[config.mk]
export PLATFORM = sky130hd
export DESIGN_NAME = dreq_bridge
export DESIGN_NICKNAME = d
export VERILOG_FILES = /design/src/rtl/dreq_pkg.sv /design/src/rtl/dreq_ctrl.sv /design/src/rtl/dreq_datapath.sv /design/src/rtl/dreq_bridge.sv
export SDC_FILE = /design/constraint.sdc
export NUM_CORES = 1
export LEC_CHECK = 0
export ABC_AREA = 1
export BUFFER_PORTS_ARGS = -buffer_cell sky130_fd_sc_hd__buf_2
export CAP_MARGIN = 30
export CORE_ASPECT_RATIO = 1.2
export CORE_UTILIZATION = 30
export CTS_CLUSTER_DIAMETER = 60
export DETAILED_ROUTE_END_ITERATION = 8
export PLACE_DENSITY = 0.61
export SYNTH_ARGS = -nofsm -noshare
export SYNTH_HDL_FRONTEND = slang
export SYNTH_HIERARCHICAL = 1
export SYNTH_SLANG_ARGS = --single-unit
[constraint.sdc]
create_clock -name clk -period 3.8 [get_ports clk]
set_clock_uncertainty 0.15 [all_clocks]
set_input_delay 0.76 -clock clk [delete_from_list [all_inputs] [get_ports clk]]
set_output_delay 0.76 -clock clk [all_outputs]
set_load 0.02 [all_outputs]
[src/rtl/dreq_pkg.sv]
package dreq_pkg;
  localparam logic [1:0] HOST_CTRL = 2'd0;
  localparam logic [1:0] HOST_LEN  = 2'd1;
  localparam logic [1:0] HOST_DATA = 2'd2;

  localparam logic [2:0] CFG_SRC    = 3'd0;
  localparam logic [2:0] CFG_DST    = 3'd1;
  localparam logic [2:0] CFG_COUNT  = 3'd2;
  localparam logic [2:0] CFG_CHAN   = 3'd3;
  localparam logic [2:0] CFG_GLOBAL = 3'd4;

  typedef struct packed {
    logic pushWord;
    logic popWord;
    logic finish;
    logic draining;
  } dreqStrobe_t;
endpackage

[src/rtl/dreq_ctrl.sv]
module dreq_ctrl
  import dreq_pkg::*;
(
  input  logic        clk,
  input  logic        rstN,
  input  logic        hostWrEn,
  input  logic [1:0]  hostSel,
  input  logic        xferEnable,
  input  logic        fifoFull,
  input  logic        drainArmed,
  input  logic        stopNow,
  input  logic        memReady,
  output logic        memValid,
  output logic        hostReady,
  output dreqStrobe_t stb
);
  typedef enum logic {ST_IDLE, ST_DRAIN} state_t;
  state_t state;

  always_ff @(posedge clk) begin
    if (!rstN) begin
      state <= ST_IDLE;
    end else begin
      case (state)
        ST_IDLE:  if (drainArmed) state <= ST_DRAIN;
        ST_DRAIN: if (stopNow)    state <= ST_IDLE;
        default:  state <= ST_IDLE;
      endcase
    end
  end

  always_comb begin
    stb.draining = (state == ST_DRAIN);
    hostReady    = !stb.draining && !drainArmed;
    memValid     = stb.draining && !stopNow;
    stb.popWord  = memValid && memReady;
    stb.finish   = stb.draining && stopNow;
    stb.pushWord = hostWrEn && hostReady && (hostSel == HOST_DATA)
                   && xferEnable && !fifoFull;
  end
endmodule

[src/rtl/dreq_datapath.sv]
module dreq_datapath
  import dreq_pkg::*;
#(
  parameter int DEPTH    = 4,
  parameter int DW       = 16,
  parameter int AW       = 32,
  parameter int CNT_BITS = 24
) (
  input  logic          clk,
  input  logic          rstN,
  input  dreqStrobe_t   stb,
  input  logic          hostWrEn,
  input  logic          hostReady,
  input  logic [1:0]    hostSel,
  input  logic [DW-1:0] hostWrData,
  input  logic          cfgWrEn,
  input  logic [2:0]    cfgSel,
  input  logic [AW-1:0] cfgWrData,
  output logic          xferEnable,
  output logic          modeBit,
  output logic          fifoFull,
  output logic [DW-1:0] lengthLeft,
  output logic [AW-1:0] srcAddr,
  output logic [AW-1:0] dstAddr,
  output logic [AW-1:0] xferCount,
  output logic [AW-1:0] chanCtrl,
  output logic          drainArmed,
  output logic          stopNow,
  output logic [DW-1:0] memData
);
  localparam int CW = $clog2(DEPTH + 1);
  localparam int IW = (DEPTH > 1) ? $clog2(DEPTH) : 1;
  localparam logic [CW-1:0] DEPTH_C = CW'(DEPTH);

  logic [DW-1:0] fifoMem [DEPTH];
  logic [CW-1:0] wordCount;
  logic [CW-1:0] rdIdx;
  logic          globalOn;
  logic [AW-1:0] tcrNext;
  logic          hostWr;

  assign hostWr     = hostWrEn && hostReady;
  assign fifoFull   = (wordCount == DEPTH_C);
  assign drainArmed = (wordCount != '0) && (wordCount[1:0] == 2'b00)
                      && (chanCtrl[1:0] == 2'b01) && globalOn;
  assign stopNow    = (rdIdx == wordCount) || (xferCount == '0);
  assign memData    = fifoMem[IW'(rdIdx)];
  assign tcrNext    = stb.popWord ? xferCount - 1'b1 : xferCount;

  always_ff @(posedge clk) begin
    if (stb.pushWord) fifoMem[IW'(wordCount)] <= hostWrData;
  end

  always_ff @(posedge clk) begin
    if (!rstN) begin
      wordCount <= '0;
      rdIdx     <= '0;
    end else if (stb.finish) begin
      wordCount <= '0;
      rdIdx     <= '0;
    end else begin
      if (stb.pushWord) wordCount <= wordCount + 1'b1;
      if (stb.popWord)  rdIdx     <= rdIdx + 1'b1;
    end
  end

  always_ff @(posedge clk) begin
    if (!rstN) begin
      xferEnable <= 1'b0;
      modeBit    <= 1'b0;
      lengthLeft <= '0;
    end else begin
      if (hostWr && hostSel == HOST_CTRL) begin
        xferEnable <= hostWrData[2];
        modeBit    <= hostWrData[0];
      end else if (stb.finish && lengthLeft == '0) begin
        xferEnable <= 1'b0;
      end
      if (hostWr && hostSel == HOST_LEN)
        lengthLeft <= {hostWrData[DW-1:2], 2'b00};
      else if (stb.popWord && lengthLeft != '0)
        lengthLeft <= lengthLeft - 1'b1;
    end
  end

  always_ff @(posedge clk) begin
    if (!rstN) begin
      srcAddr   <= '0;
      dstAddr   <= '0;
      xferCount <= '0;
      chanCtrl  <= '0;
      globalOn  <= 1'b0;
    end else begin
      if (cfgWrEn && cfgSel == CFG_SRC) srcAddr <= cfgWrData;
      if (cfgWrEn && cfgSel == CFG_DST)      dstAddr <= cfgWrData;
      else if (stb.popWord)                  dstAddr <= dstAddr + AW'(2);
      if (cfgWrEn && cfgSel == CFG_COUNT)
        xferCount <= cfgWrData;
      else if (cfgWrEn && (cfgSel == CFG_CHAN || cfgSel == CFG_GLOBAL))
        xferCount <= {{(AW-CNT_BITS){1'b0}}, tcrNext[CNT_BITS-1:0]};
      else
        xferCount <= tcrNext;
      if (cfgWrEn && cfgSel == CFG_GLOBAL) globalOn <= cfgWrData[0];
      if (cfgWrEn && cfgSel == CFG_CHAN)   chanCtrl <= cfgWrData;
      if (stb.finish && xferCount == '0)   chanCtrl[1] <= 1'b1;
    end
  end
endmodule

[src/rtl/dreq_bridge.sv]
module dreq_bridge
  import dreq_pkg::*;
#(
  parameter int DEPTH    = 4,
  parameter int DW       = 16,
  parameter int AW       = 32,
  parameter int CNT_BITS = 24
) (
  input  logic          clk,
  input  logic          rstN,
  input  logic          hostWrEn,
  input  logic [1:0]    hostSel,
  input  logic [DW-1:0] hostWrData,
  output logic          hostReady,
  output logic          xferEnable,
  output logic          modeBit,
  output logic          fifoFull,
  output logic [DW-1:0] lengthLeft,
  input  logic          cfgWrEn,
  input  logic [2:0]    cfgSel,
  input  logic [AW-1:0] cfgWrData,
  output logic [AW-1:0] srcAddr,
  output logic [AW-1:0] xferCount,
  output logic [AW-1:0] chanCtrl,
  output logic          memValid,
  input  logic          memReady,
  output logic [AW-1:0] memAddr,
  output logic [DW-1:0] memData
);
  dreqStrobe_t stb;
  logic drainArmed;
  logic stopNow;

  dreq_ctrl u_ctrl (
    .clk(clk), .rstN(rstN), .hostWrEn(hostWrEn), .hostSel(hostSel),
    .xferEnable(xferEnable), .fifoFull(fifoFull), .drainArmed(drainArmed),
    .stopNow(stopNow), .memReady(memReady), .memValid(memValid),
    .hostReady(hostReady), .stb(stb)
  );

  dreq_datapath #(.DEPTH(DEPTH), .DW(DW), .AW(AW), .CNT_BITS(CNT_BITS)) u_dp (
    .clk(clk), .rstN(rstN), .stb(stb), .hostWrEn(hostWrEn),
    .hostReady(hostReady), .hostSel(hostSel), .hostWrData(hostWrData),
    .cfgWrEn(cfgWrEn), .cfgSel(cfgSel), .cfgWrData(cfgWrData),
    .xferEnable(xferEnable), .modeBit(modeBit), .fifoFull(fifoFull),
    .lengthLeft(lengthLeft), .srcAddr(srcAddr), .dstAddr(memAddr),
    .xferCount(xferCount), .chanCtrl(chanCtrl), .drainArmed(drainArmed),
    .stopNow(stopNow), .memData(memData)
  );
endmodule

# After elaboration in Yosys (flattened, before gate mapping)
# Memory sizes are Yosys's and may differ from the RTL's. A register that Yosys moved wholly into a read port is not among the register bits.
# Index checks and enable logic that the tools add are counted.
# totals
out_inout_bits,165
latchBits,0
ramBits,64
mem_bits_ro,0
word_cells,91
mem_count,1
regBits,154
inputBits,58
# classes
add_sub_neg,5
multipliers,0
n_mux,18
div,0
shift,0
n_bitwise,2
n_reduce_logical,42
order_cmp,0
n_eq_ne,9
# mem_list
memory,words,width,rd,rd_clocked_by_memory_dff,wr,line_no,rtl
u_dp.fifoMem,4,16,1,1,1,dreq_datapath.sv:35,logic [DW-1:0] fifoMem [DEPTH];
# ops
cell,count
2-to-1 mux 32 bit,5
adder 32 x 2 -> 32 bit (second input constant),1
logical NOT 32 bit,1
2-to-1 mux 16 bit,2
subtractor 32 x 1 -> 32 bit (second input constant),1
logical AND 1 bit,22
logical NOT 16 bit,1
nonzero test 16 bit,1
subtractor 16 x 1 -> 16 bit (second input constant),1
nonzero test 2 bit,4
2-to-1 mux 1 bit,7
adder 3 x 1 -> 3 bit (second input constant),2
== test 3 x 2 -> 1 bit (second input constant),2
== test 3 bit (second input constant),2
2-to-1 mux 2 bit,3
nonzero test 3 bit,2
== test 2 x 1 -> 1 bit (second input constant),2
logical NOT 1 bit,4
logical NOT 2 bit,2
OR reduction 2 bit,2
== test 3 x 1 -> 1 bit (second input constant),1
== test 3 bit,1
logical NOT 3 bit,1
== test 2 bit (second input constant),1
other kinds (3),5

# Depth between registers and ports, before layout
# Gate-level depths: netlist of the first run.
# depth
word_depth,12
depth_mapped,15
depth_no_buf,14

# Hierarchy
# The synthesis of the first run kept the hierarchy.
# modules_own_cells
mod,cells_per_inst,instances,area_each_um2,seq_area_each_um2
dreq_datapath,1386,1,10577.6,5024.8
dreq_ctrl,16,1,87.6,20.0

# Worst setup path before layout of the first run
# OpenSTA, ideal clock, no wires.
# synth_path
path_kind,register to register
start,reg u_dp.xferCount[0]
end,reg u_dp.dstAddr[2]
slack_ns,0.858
period_less_slack_ns,2.942
setup_time_ns,0.110
path_buffers,1
t_required_ns,3.540
path_stages_with_launch,16
arrival_time_ns,2.682
cell_sequence,dfxtp_1 -> inv_1 -> ha_1 -> nand2_1 -> nor2_2 -> nand4_1 -> o32ai_1 -> nor3b_1 -> inv_2 -> nand2_1 -> inv_1 -> buf_2 -> nand2_1 -> nand3_1 -> nand2_1 -> inv_1
# synth_rtl
element,line_no,rtl
"start, declared",dreq_datapath.sv:25,"output logic [AW-1:0] xferCount,"
"start signal, assigned",dreq_datapath.sv:98,xferCount <= cfgWrData;
"start signal, assigned",dreq_datapath.sv:100,"xferCount <= {{(AW-CNT_BITS){1'b0}}, tcrNext[CNT_BITS-1:0]};"
"start signal, assigned",dreq_datapath.sv:102,xferCount <= tcrNext;
"end signal, assigned",dreq_datapath.sv:95,if (cfgWrEn && cfgSel == CFG_DST) dstAddr <= cfgWrData;
"end signal, assigned",dreq_datapath.sv:96,else if (stb.popWord) dstAddr <= dstAddr + AW'(2);
"end, declared",dreq_datapath.sv:24,"output logic [AW-1:0] dstAddr,"

# Final worst setup path of the first run
# layout_path
start,reg u_dp.xferCount[0]
end,out memValid
# layout_between
elab_chain_cells,4
# layout_lines
element,line_no,rtl
logical NOT 32 bit,dreq_datapath.sv:46,assign stopNow = (rdIdx == wordCount) || (xferCount == '0);
logical OR 1 bit,dreq_datapath.sv:46,
net stopNow,dreq_bridge.sv:32,logic stopNow;
logical NOT 1 bit,dreq_ctrl.sv:35,memValid = stb.draining && !stopNow;
logical AND 1 bit,dreq_ctrl.sv:35,
"end, declared",dreq_bridge.sv:25,"output logic memValid,"
# The timed path passes the listed nets, and every way through them passes these cells.

==> results.md, run 1 <==
* FMAX at 304 MHz
* Post_cts resized at 0
* Share of cells above drive strength 1 at 20.3%
* Post-layout util at 37.8%
* Flop pwr share at 41.4%
* Starting Density at 30.4%
* Htree depth at 1
* YS warnings at 6
* CP Depth at 8
* R2R cell count at 13
* Synthesized Nets at 1467
* Wire length of the first global-routing pass at 55300 um
* CP top delay family: simple AND/OR/NAND/NOR gates
* Residual DRC at 0
* Pre-antenna DRT Iters at 5
* Fin. Hold Viols at 0
* WL final at 36200 um
* Largest net degree at the start of global routing at 99
* Commonest non-fill, non-tap cell in the layout: nand2_1
* CTS Hold Bufs at 0
* Sw Share at 26.9%
* CTS Buf Count at 28
* RSZ-0062 raised after global routing: false
* Hold path depth at 1
* WP buf/inv at 2
* Power share of the combinational group at approximately a tenth
* Slew Viols, Final at 0
* Least-Margin Pin Slew at between 0.8 and 0.9 ns
* Core area at 35000 um^2
* Fill count at 3618
* Power Density at 460 nW/um^2
* Total global routing overflow at 0
* Post-DRT Antenna Nets at 0
* Avg Synthesized Cell Area at 7.61 um^2
* Synthesized cell area at 10700 um^2
* Worst hold path class: in -> reg
* Skew-Pair Late Insertion Delay at 0.57 ns
* I/O pins at ~220
* Via Count at 10198
* Post-CTS setup buffers at 0
* Vias in the first global route at 9604
* Mapped Cells at 1401
* Hpwl dp at 25900 um
* Final min period at 3.29 ns
* Die width at between 150 and 200 um
* Avg Vias per Cell at 4.87
* WP data arrival at ~2.4 ns
* Status: complete, no violations
* Nets@finish at 1677
* Max Cap Viol at 0
* CTS tree: done
* All-Layer GR Usage at 19.5%
* Reg2Reg Setup Slack at slightly above 0.8 ns
* Antenna cells at 0
* Crit end category: primary output
* Setup TNS at 0 ns
* Max FO, Critical Path at 6
* Critical Path Source Type: flop
* Final total power at 6.08 mW
* Clock Tree Buf Depth at 3
* Die height at about 210 um
* CP peak stage delay at 0.34 ns
* Die Area at 36300 um^2
* Final Cycle Share at 86.6%
* Setup-failing EPs final at 0
* FP Rows at 75
* Worst vdd ir at 251 uV
* Worst-path cell chain: inv_1, ha_1, nand2_1, nor2_2, nand4_1, o32ai_1, nor2_1, buf_2
* Slowest stage cell, crit path: dfxtp_1
* Leakage at 5.81 nW
* Most frequent cells in the layout: nand2_1, buf_2, nor2_1
* Initial drt markers at 699
* Initial antenna violation count at 0
* Clock transition at path regs at 0.06 ns
* Internal at 4.44 mW
* Synth-to-layout area growth at 24.0%
* Placer Congestion at 0.912
* CP required at 2.89 ns
* Power share of the clock group at approximately half
* IO buf count at approximately 220
* Slew headroom at ~45%
* Clock Sink Count at 220
* WL/cell at 17.3 um
* Critical path class: reg -> out
* Clk root buf: clkbuf_16
* Switch Pwr at 1.64 mW
through the flow:
step	area, um^2	hold WS, ns	std cells	worst slack, ns
after floorplan	10700	0.281	1401	0.858
after global placement	12200	0.279	2043	0.964
after detailed placement	12200	0.286	2043	0.850
after CTS	13200	0.243	2095	0.475
after global routing	13200	0.257	2095	0.295
final	13200	0.276	2095	0.511
per-layer routing:
metal | wire length [um] | vias up | global-route usage [%]
met5 | 0 | - | 0
met4 | 965 | 0 | 6.35
met3 | 3010 | 58 | 4.61
met2 | 17300 | 400 | 32.7
met1 | 14900 | 4748 | 24.4
li1 | - | 4992 | -
path summary, 6_finish.rpt:
kind                                   from                             to
max          u_dp/xferCount[0]$_SDFFE_PN0P_                       memValid
min                           hostWrData[8]   u_dp/fifoMem[2][8]$_DFFE_PP_
max reg2reg  u_dp/xferCount[0]$_SDFFE_PN0P_   u_dp/dstAddr[6]$_SDFFE_PN0N_
min reg2reg   u_dp/chanCtrl[6]$_SDFFE_PN0P_  u_dp/chanCtrl[6]$_SDFFE_PN0P_
final cells by class:
cell class	instances	area [um^2]	area share, %
multi-input cells	940	4650	35.2
well taps	462	578	4.37
clock inverters	21	290	2.20
inverters	187	704	5.33
clock buffers	31	742	5.61
repair buffers	234	1210	9.18
flip-flops and latches	220	5040	38.2
power groups by stage:
stage	logic (mW)	clock network, mW	registers, mW
2_1_floorplan	0.343	0	2.62
3_3_place_gp	0.621	0	2.56
3_5_place_dp	0.627	0	2.57
4_1_cts	0.631	3.01	2.51
5_1_grt	0.696	3.10	2.52
6_report	0.630	2.93	2.51
flip-flops by register name, summed over array words and instances (netlist names), named ones only:
register,cells
u_ctrl/state,1
u_dp/chanCtrl,32
u_dp/dstAddr,32
u_dp/fifoMem,64
u_dp/globalOn,1
u_dp/lengthLeft,16
u_dp/modeBit,1
u_dp/rdIdx,3
u_dp/srcAddr,32
u_dp/wordCount,3
u_dp/xferCount,32
u_dp/xferEnable,1
Note: power is estimated with default switching activity, not from simulation.
==> run 2, diff against run 1 <==
- ABC_AREA: 1 -> 0
- PLACE_DENSITY: 0.61 -> 0.62
- SLEW_MARGIN: not set -> 20
==> results.md, run 2 <==
* All-Layer GR Usage at 18.3%
* Final min period at around 3.7 ns
* Worst hold path class: reg -> reg
* Power Density at between 400 and 500 nW/um^2
* Fin. Hold Viols at 0
* Least-Margin Pin Slew at 0.849 ns
* Worst hold margin at 0.304 ns
* Clock transition at path regs at approximately 0.060 ns
* Worst vdd ir at 387 uV
* Clock Tree Buf Depth at 3
* WP data arrival at approximately 2.8 ns
* Nets@finish at 1246
* Status: complete, no violations
* Routing usage on met1 at 22.2%
* Critical path class: reg -> out
* Skew-Pair Late Insertion Delay at roughly 0.53 ns
* Total global routing overflow at 0
* Final WS setup at between 0.1 and 0.15 ns
* Share of cells above drive strength 1 at ~27%
* Wire length of the first global-routing pass at 45300 um
* I/O pins at about 220
* Largest net degree at the start of global routing at 67
* IO buf count at 222
* Top register by number of flip-flops: u_dp/fifoMem
* Placer Congestion at a little over 0.8
* Initial antenna violation count at 2
* Clk root buf: clkbuf_16
* FMAX at approximately 270 MHz
* Die width at ~160 um
* Post-DRT Antenna Nets at 0
* Vias in the first global route at 7921
* Final Cycle Share at 97.3%
* Setup TNS at 0 ns
* Hpwl dp at between 20000 and 25000 um
* Via Count at 8087
* Grt peak-use layer: met2
* Commonest non-fill, non-tap cell in the layout: buf_2
* Htree depth at 1
* Slew Viols, Final at 0
* Avg Synthesized Cell Area at 9.82 um^2
* Max Cap Viol at 0
* Leakage at 4.59 nW
* Place WS at 0.171 ns
* Mapped Cells at a little under 1000
* YS warnings at 6
* WL/cell at 18.7 um
* Starting Density at 30.7%
* Max FFs per register at 64
* CTS Hold Bufs at 0
* Setup-failing EPs final at 0
* Synthesized cell area at 9450 um^2
* FP Rows at 70
* Slew headroom at 43.3%
* CTS tree: done
* Max FO, Critical Path at 5
* Placement Cell Area at 11000 um^2
* Residual DRC at 0
* Die Area at between 30000 and 40000 um^2
* Die height at 196 um
* Synth-to-layout area growth at 26.5%
* Avg Vias per Cell at between 5 and 6
* CTS Buf Count at 26
* Final Cell Area at 11900 um^2
* Met3 Track Usage GR at under 10%
* Synthesized Nets at 1028
* Most frequent cells in the layout: buf_2, nand2_1, dfxtp_1
* Initial drt markers at 597
* Pre-antenna DRT Iters at 5
* CP required at 2.89 ns
* Critical Path Source Type: flop
* Clock Sink Count at 220
* WL final at 29900 um
* Core area at about 30000 um^2
* Met2 capacity usage during global routing at 31.4%
* Crit end category: primary output
## run 2: worst paths after layout
| check | startpoint | end | slack (ns) | cells past startpoint |
|---|---|---|---|---|
| min | u_dp/srcAddr[9]$_SDFFE_PN0P_ | u_dp/srcAddr[9]$_SDFFE_PN0P_ | 0.30 | 2 |
| max | u_dp/xferCount[7]$_SDFFE_PN0P_ | memValid | 0.10 | 7 |
| max reg2reg | u_dp/xferCount[7]$_SDFFE_PN0P_ | u_dp/xferCount[7]$_SDFFE_PN0P_ | 0.23 | 12 |
| min reg2reg | u_dp/srcAddr[9]$_SDFFE_PN0P_ | u_dp/srcAddr[9]$_SDFFE_PN0P_ | 0.30 | 2 |
## run 2: through the flow
step           power [mW]  instances  util (%)
6_report             5.53       1597      38.9
5_1_grt              5.73       1597      38.9
4_1_cts              5.58       1594      38.8
3_5_place_dp         2.98       1546      35.8
3_3_place_gp         2.98       1546      35.8
2_1_floorplan        2.79        962         -
## run 2: layer usage
layer | share of wire [%] | up-vias
met5 | 0.027 | -
met4 | 2.0 | 2
met3 | 8.8 | 41
met2 | 48 | 299
met1 | 41 | 3864
li1 | - | 3881
## run 2: area by class of cell
type | instances | area [um^2]
antenna | 1 | 2.50
clock buffer | 31 | 691
clock inverter | 17 | 206
fill | 3085 | 18800
inverter | 10 | 37.5
multi-input combinational | 676 | 4160
sequential | 220 | 5040
tap | 396 | 495
timing repair buffer | 246 | 1310
## run 2: what timing repair did
item,4_1_cts,5_1_grt
pin swaps,0,1
gates resized for setup,1,3
buffers inserted,0,2
setup endpoints to repair,1,1
## run 2: power by group
group | total [mW] | switching [mW] | internal [mW] | leakage [nW]
sequential | 2.50 | 0.0472 | 2.46 | 1.84
clock | 2.59 | 1.01 | 1.58 | 0.430
combinational | 0.436 | 0.292 | 0.143 | 2.32
## run 2: critical path, cell delays in order, from the launching register on
cell	delay (ns)
dfxtp_1	0.36
or4_4	0.56
or4_4	0.52
nor4_4	0.32
nand2_1	0.12
o31ai_2	0.10
nor2b_2	0.08
clkbuf_4	0.19
==> run 3, diff against run 2 <==
- CELL_PAD_IN_SITES_DETAIL_PLACEMENT: not set -> 0
- CELL_PAD_IN_SITES_GLOBAL_PLACEMENT: not set -> 1
- PLACE_DENSITY: 0.62 -> 0.74
==> results.md, run 3 (synthesized netlist as in run 2, its figures left out) <==
* Max FO, Critical Path at 6
* Clock Tree Buf Depth at 3
* Core area at 30700 um^2
* Vias in the first global route at 7801
* Wire length of the first global-routing pass at 45300 um
* Commonest non-fill, non-tap cell in the layout: buf_2
* WP data arrival at 2.79 ns
* Synth-to-layout area growth at 26.1%
* Slew headroom at 35.5%
* Total global routing overflow at 0
* Place WS at 0.106 ns
* Residual DRC at 0
* Avg Vias per Cell at 4.98
* Largest net degree at the start of global routing at 58
* Flop pwr share at 45.6%
* RSZ-0062 raised after global routing: false
* Internal at 4.14 mW
* Leakage at 4.57 nW
* Power Density at 461 nW/um^2
* CTS tree: done
* Top register by number of flip-flops: u_dp/fifoMem
* CP required at 2.89 ns
* CTS Hold Bufs at 0
* Status: complete, no violations
* Reg2Reg Setup Slack at 0.19 ns
* Critical Path Source Type: flop
* Critical path origin: u_dp/xferCount[2]$_SDFFE_PN0P_
* Power share of the combinational group at 7.8%
* Share of cells above drive strength 1 at 27.4%
* Die width at 164 um
* Clock transition at path regs at 0.06 ns
* Final min period at 3.70 ns
* Die height at 196 um
* Initial drt markers at a little over 400
* Clk root buf: clkbuf_16
* Switch Pwr at 1.35 mW
* All-Layer GR Usage at 18.1%
* Power share of the clock group at 46.6%
* Placer Congestion at 0.836
* Crit end category: primary output
* Max Cap Viol at 0
* Post-DRT Antenna Nets at 0
* Worst hold path class: reg -> reg
* Sw Share at 24.7%
* Pre-antenna DRT Iters at 4
* Setup-failing EPs final at 0
* Final WS setup at 0.102 ns
* Crit path to: memValid
* R2R cell count at 12
* Max FFs per register at between 60 and 70
* Hpwl dp at 21400 um
* Setup TNS at 0 ns
* Reg-to-Reg End: u_dp/xferCount[3]$_SDFFE_PN0P_
* Worst vdd ir at 297 uV
* Slew Viols, Final at 0
* Post-layout util at around two fifths
* Critical path class: reg -> out
* FMAX at 270 MHz
* Reg2reg start: u_dp/xferCount[2]$_SDFFE_PN0P_
* Clock Sink Count at 220
* WL/cell at 18.5 um
* Die Area at between 30000 and 40000 um^2
* Post-CTS setup buffers at 0
* Nets@finish at 1244
* WL final at 29500 um
* Initial antenna violation count at 2
* I/O pins at around 220
* CTS Buf Count at 26
* Htree depth at 1
* Final Cycle Share at 97.3%
* Most frequent cells in the layout: buf_2, nand2_1, dfxtp_1
* Via Count at 7956
* Least-Margin Pin Slew at 0.965 ns
* Skew-Pair Late Insertion Delay at between 0.5 and 0.6 ns
* Starting Density at a little under a third
* FP Rows at 70
* IO buf count at 222
* Fin. Hold Viols at 0
## run 3: changes by cell type in the layout (fill, tap and decap cells not counted), moves of 2 or more
cell      previous run  this run
clkinv_1             3         1
dfxtp_1            156       154
dfxtp_2              0         2
inv_6                1         3
## run 3: area by class of cell
cell class / instances / area, um^2
Sequential cell: 220 / 5050
Inverter: 10 / 37.5
Tap cell: 396 / 495
Antenna cell: 2 / 5.00
Clock inverter: 14 / 173
Multi-Input combinational cell: 676 / 4170
Clock buffer: 34 / 713
Fill cell: 3160 / 18800
Timing Repair Buffer: 244 / 1280
## run 3: worst min path at each step
stage	start	to	slack [ns]	cells past startpoint
2_1_floorplan	u_dp/globalOn$_SDFFE_PN0P_	u_dp/globalOn$_SDFFE_PN0P_	0.31	2
3_3_place_gp	u_dp/srcAddr[16]$_SDFFE_PN0P_	u_dp/srcAddr[16]$_SDFFE_PN0P_	0.29	2
3_5_place_dp	u_dp/srcAddr[9]$_SDFFE_PN0P_	u_dp/srcAddr[9]$_SDFFE_PN0P_	0.29	2
4_1_cts	hostWrData[1]	u_dp/fifoMem[2][1]$_DFFE_PP_	0.29	1
5_1_grt	hostWrData[8]	u_dp/fifoMem[3][8]$_DFFE_PP_	0.29	1
6_report	u_dp/srcAddr[21]$_SDFFE_PN0P_	u_dp/srcAddr[21]$_SDFFE_PN0P_	0.30	2
## run 3: metrics by stage
stage	cell area [um^2]	power (mW)	std cells	hold slack [ns]
5_1_grt	11900	5.71	1595	0.294
4_1_cts	11900	5.56	1594	0.292
3_5_place_dp	11000	2.98	1546	0.293
6_report	11900	5.49	1596	0.300
3_3_place_gp	11000	2.97	1546	0.290
2_1_floorplan	9450	2.79	962	0.314
## run 3: per-layer routing
metal / vias up / share of wire [%] / track usage (%)
met2: 240 / 50 / 31.2
li1: 3879 / - / -
met5: - / 0.044 / 0
met4: 2 / 2.1 / 4.97
met3: 47 / 8.1 / 5.24
met1: 3788 / 40 / 21.6
## run 3: power by group through the flow
stage	clock [mW]	combinational (mW)	sequential [mW]
2_1_floorplan	0	0.186	2.60
3_3_place_gp	0	0.420	2.55
3_5_place_dp	0	0.422	2.56
4_1_cts	2.63	0.427	2.51
5_1_grt	2.73	0.466	2.51
6_report	2.56	0.428	2.51
## run 3: repair_timing
item                                    CTS  global route
endpoints found under the hold margin     0             0
endpoints found under the setup margin    1             6
gates resized for setup                   1             7
pin swaps                                 0             3
## run 3: critical path: stages, from the launching register on
cell	delay [ns]
dfxtp_2	0.35
or4_4	0.54
or4_4	0.52
nor4_4	0.36
nand2_1	0.14
o31ai_2	0.10
nor2b_2	0.08
buf_4	0.17
